--- config.mk ---
export PLATFORM = sky130hd
export DESIGN_NAME = flash_status_unit
export DESIGN_NICKNAME = d
export VERILOG_FILES = /design/src/rtl/flash_status_unit.sv
export SDC_FILE = /design/constraint.sdc
export NUM_CORES = 1
export LEC_CHECK = 0
export BUFFER_PORTS_ARGS = -buffer_cell sky130_fd_sc_hd__buf_2
export CORE_AREA = 2 2 173 90
export CTS_CLUSTER_DIAMETER = 100
export CTS_CLUSTER_SIZE = 8
export DETAILED_ROUTE_END_ITERATION = 10
export DIE_AREA = 0 0 175 92
export PLACE_DENSITY = 0.91
export REMOVE_ABC_BUFFERS = 1
export SLEW_MARGIN = 10
export SYNTH_ARGS = -nofsm -noshare
export SYNTH_HDL_FRONTEND = slang
export SYNTH_SLANG_ARGS = --single-unit
--- constraint.sdc ---
create_clock -name clk -period 4.7 [get_ports clk]
set_input_delay 0.235 -clock clk [delete_from_list [all_inputs] [get_ports clk]]
set_output_delay 0.235 -clock clk [all_outputs]
set_load 0.02 [all_outputs]
--- src/rtl/flash_status_unit.sv ---
module flash_status_unit #(
  parameter int DW = 8,
  parameter int AW = 4,
  parameter int PULSE_LIMIT = 8
) (
  input  logic          clk,
  input  logic          rst_n,
  input  logic          start,
  input  logic          op_erase,
  input  logic [AW-1:0] addr,
  input  logic [DW-1:0] wdata,
  input  logic          pulse_tick,
  input  logic          cell_busy,
  input  logic          rst_cmd,
  input  logic          rd_en,
  input  logic [AW-1:0] rd_addr,
  output logic [DW-1:0] rd_data
);
  localparam int DEPTH = 1 << AW;
  localparam int CW = $clog2(PULSE_LIMIT + 1) + 1;
  localparam logic [CW-1:0] LIM = CW'(PULSE_LIMIT);

  logic [DW-1:0] mem [DEPTH];
  logic          busy, failed, op_er, tgl;
  logic [AW-1:0] a_lat;
  logic [DW-1:0] d_lat;
  logic [CW-1:0] cnt;

  wire status_mode = busy | failed;
  wire feasible    = op_er | ((d_lat & ~mem[a_lat]) == '0);
  wire done        = busy & pulse_tick & ~cell_busy & feasible;
  wire poll_bit    = ~op_er & (rd_addr == a_lat) & ~d_lat[DW-1];

  logic [DW-1:0] stat_word;
  always_comb begin
    stat_word = '0;
    stat_word[7] = poll_bit;
    stat_word[6] = tgl;
    stat_word[5] = failed;
    stat_word[3] = op_er;
  end

  always_ff @(posedge clk or negedge rst_n) begin
    if (!rst_n) begin
      busy <= 1'b0; failed <= 1'b0; op_er <= 1'b0; tgl <= 1'b0;
      a_lat <= '0; d_lat <= '0; cnt <= '0; rd_data <= '0;
      for (int i = 0; i < DEPTH; i++) mem[i] <= '1;
    end else begin
      if (start && !status_mode) begin
        busy <= 1'b1; op_er <= op_erase; a_lat <= addr; d_lat <= wdata;
        cnt <= '0; tgl <= 1'b0;
      end else if (busy && pulse_tick) begin
        if (done) begin
          busy <= 1'b0;
          if (op_er) for (int i = 0; i < DEPTH; i++) mem[i] <= '1;
          else mem[a_lat] <= mem[a_lat] & d_lat;
        end else if (cnt == LIM) begin
          busy <= 1'b0; failed <= 1'b1;
        end else begin
          cnt <= cnt + 1'b1;
        end
      end
      if (failed && rst_cmd) failed <= 1'b0;
      if (rd_en) begin
        if (status_mode) begin
          rd_data <= stat_word;
          tgl <= ~tgl;
        end else begin
          rd_data <= mem[rd_addr];
        end
      end
    end
  end

  assert_busy_fail_excl_R9: assert property (@(posedge clk) disable iff (!rst_n)
    !(busy && failed));
  assert_fail_at_limit_R7: assert property (@(posedge clk) disable iff (!rst_n)
    $rose(failed) |-> ($past(cnt) == LIM && $past(pulse_tick) && $past(busy)));
  assert_fail_latched_R9: assert property (@(posedge clk) disable iff (!rst_n)
    (failed && !rst_cmd) |=> failed);
  assert_bit5_running_R6: assert property (@(posedge clk) disable iff (!rst_n)
    (rd_en && busy) |=> !rd_data[5]);
  assert_bit5_failed_R9: assert property (@(posedge clk) disable iff (!rst_n)
    (rd_en && failed) |=> rd_data[5]);
  assert_erase_bits_R4: assert property (@(posedge clk) disable iff (!rst_n)
    (rd_en && busy && op_er) |=> (rd_data[3] && !rd_data[7]));
  assert_toggle_flip_R5: assert property (@(posedge clk) disable iff (!rst_n)
    (rd_en && status_mode && !start) |=> (tgl != $past(tgl)));
endmodule

==> results.py <==
metrics = {
    "outcome": {
        "outcome": "completed",
    },
    "timing": {
        "setup_viol": 0,
        "min_period_ns": 3.75,
        "rsz0062_at_grt": "false",
        "period_share": 0.799,
        "worst_pin_slew_ns": 1.15,
        "skew_ns": 0.0167,
        "hold_viol_final": 0,
        "holdWs_ns": 0.0335,
        "maxSlewHeadroom": 0.228,
        "fmax_ghz": 0.266,
        "slew_viol_final": 0,
        "worst_slack_ns": 0.946,
    },
    "worst_setup_path": {
        "crit_required_ns": 5.04,
        "critPathMaxStageDelay_ns": 0.65,
        "crit_top_cell": "buf_4",
        "cp_slowest_cell": "dfrtp_1",
        "worstPathCellList": "buf_4 -> buf_4 -> mux4_1 -> mux2i_1 -> a211o_1 -> o31ai_1 -> and4bb_2 -> buf_4 -> nand4_4 -> mux2i_1",
        "crit_path_end_kind": "register",
        "arrival_ns": 4.10,
        "critPathKind": "reg2reg",
        "crit_fanout": 26,
        "crit_start": "a_lat[3]",
        "rr_endpoint": "mem[90]",
        "cp-start-kind": "register",
        "cp-endpoint": "mem[90]",
        "r2r-start": "a_lat[3]",
        "rr_worst_depth": 10,
        "rrSetupSlack_ns": 0.95,
    },
    "synth": {
        "synthFlopType": "dfstp_2",
        "yosys-top-cells-count": "mux2i_1 (152), nor2_1 (142), dfstp_2 (128)",
        "yosysWarnings": 0,
        "syn_avg_cell_area_sq_um": 12.6,
        "ys_types": 44,
        "async_reset_ff_frac": 1.00,
        "yosysSeqAreaShare": 0.440,
        "synth_edf_count": 0,
        "synth_top_area_cell": "dfstp_2",
        "synth-seq-cells": 157,
        "synthTopCellsByArea": "dfstp_2 (36%), mux2i_1 (16%), mux4_2 (14%), dfrtp_1 (7.8%), nor2_1 (5.7%)",
        "synth_area_sq_um": 9290,
        "synth.top_cell.area_share": 0.362,
        "yosysMostFrequentCell": "mux2i_1",
        "syn_inst": 738,
    },
    "place": {
        "post-place-ws_ns": 1.06,
        "hpwlAfterDp_mm": 18.3,
        "io_buffers": 31,
        "placed_cells": 927,
        "routabilityCongestion": 0.936,
    },
    "clock_network": {
        "worstSkewPairLatency_ns": 0.44,
        "cts_hold_buf": 1,
        "cts_setup_buffers": 0,
        "cts_resized": 0,
        "clkSlewWorstSetupHoldPaths_ns": 0.07,
        "cts.htree.levels": 4,
        "root_buffer": "clkbuf_16",
        "cts_tree": "done",
        "clock_path_buffers": 2,
        "cts_num_sinks": 157,
        "cts_made_buffers": 17,
    },
    "die": {
        "start_util": 0.626,
        "design.die.area_sq_um": 16100,
        "core_sq_um": 14900,
        "die_w_microns": 175,
        "io_pins": 32,
        "die_h_microns": 92,
        "rows": 32,
    },
    "global_routing": {
        "grt_overflow_total": 0,
        "antenna_found_initial": 1,
        "grt_max_degree": 112,
        "grt_pass1_vias": 6846,
        "grt_pass1_wl_mm": 41.3,
        "grt_use_total": 0.354,
    },
    "layout": {
        "final_util": 0.683,
        "instances_no_fill": 961,
        "layout.nets": 769,
        "syn2layout_area_growth_pct": 9.22,
        "final_layout_size_suffix_gt1_frac": 0.406,
        "fillers": 1026,
    },
    "power_and_ir_drop": {
        "p_leak_uw": 0.00470,
        "power.total_uw": 7710,
        "p_per_area_nw_per_um2": 759,
        "ir_drop_v": 0.000320,
    },
    "job": {
        "drv_cap": 0,
    },
    "route": {
        "wl_per_cell_microns": 27.9,
        "drc": 0,
        "postRouteAntennaNets": 0,
        "drt_iter0_markers": 901,
        "routed_wl_mm": 26.8,
        "drtPass1Iterations": 6,
        "via_count": 6646,
        "viasPerCell": 6.92,
    },
    "worst_hold_path": {
        "hold_class": "in2reg",
    },
}
kinds of logic after synthesis:
logic type | synth area share
adders and majority gates | 0.00269
muxes | 0.351
and+or+nand+nor | 0.124
buffers and inverters | 0.0413
DFF | 0.440
xor gates and xnor gates | 0.00377
AOI/OAI and AO/OA | 0.0370
cell usage in the layout, fill, tap and decap left out, drive strengths merged, types with 2 or more instances in the layout:
master,instances
clkinv,2
a22oi,3
nand2,24
buf,45
inv,21
mux4,66
a21oi,14
nor3,2
and2,4
o31ai,2
o21ai,8
clkinvlp,2
a211oi,2
mux2i,152
a211o,3
nand4,20
a32oi,2
clkbuf,19
o32ai,4
nand3,8
xnor2,3
nor2b,6
a311oi,2
nor4,2
nand2b,2
mux2,19
ha,2
dfstp,128
a31oi,5
dfrtp,29
nor2,142
o22ai,2
bufinv,2
worst min-delay path by stage:
stage	depth (start not counted)	startpoint	to	slack, ns
6_report	2	wdata[4]	d_lat[4]	0.03
2_1_floorplan	0	rst_n	a_lat[0]	-0.06
3_3_place_gp	1	rst_n	rd_data[2]	0.42
5_1_grt	2	wdata[0]	d_lat[0]	0.04
4_1_cts	2	wdata[4]	d_lat[4]	0.02
3_5_place_dp	1	rst_n	rd_data[1]	0.45
worst max-delay path: cells and delay by family (launching register included):
| family | cells | cell delay (ns) |
|---|---|---|
| buffers and inverters | 3 | 1.14 |
| DFF | 1 | 0.65 |
| muxes | 3 | 0.71 |
| AOI/OAI and AO/OA | 2 | 0.43 |
| and+or+nand+nor | 2 | 0.72 |
sequential cells by signal (all words and copies together) (netlist names):
register,cells
a_lat,4
busy,1
cnt,5
d_lat,8
failed,1
mem,128
op_er,1
rd_data,8
tgl,1
final cells by class:
class                           instances  area (sq um)  share of cell area
Multi-Input combinational cell        507          4850               0.478
Sequential cell                       157          4090               0.403
Clock buffer                           19           453              0.0446
Timing Repair Buffer                   46           289              0.0285
Tap cell                              204           255              0.0252
Clock inverter                         13           151              0.0149
Inverter                               14          52.6             0.00518
Antenna cell                            1          2.50            0.000247
power by group:
group	switching [uW]	internal [uW]	leakage, uW
clock	610	824	0.000295
combinational	1930	1340	0.00271
sequential	730	2270	0.00170
total	3270	4440	0.00470
through the flow:
step,TNS [ns],cell area [sq um]
after detailed placement,0,9530
final,0,10100
after global placement,0,9530
after global routing,0,10100
after CTS,0,10100
after floorplan,-56.50,8960
routing by layer:
| layer | routed length [microns] | track usage | vias to the layer above |
|---|---|---|---|
| met2 | 11500 | 0.507 | 474 |
| met1 | 10900 | 0.501 | 3392 |
| met5 | 77 | 0.0385 | - |
| li1 | - | - | 2728 |
| met4 | 639 | 0.114 | 2 |
| met3 | 3650 | 0.129 | 50 |
No activity file was read; power rests on OpenSTA's default activity.
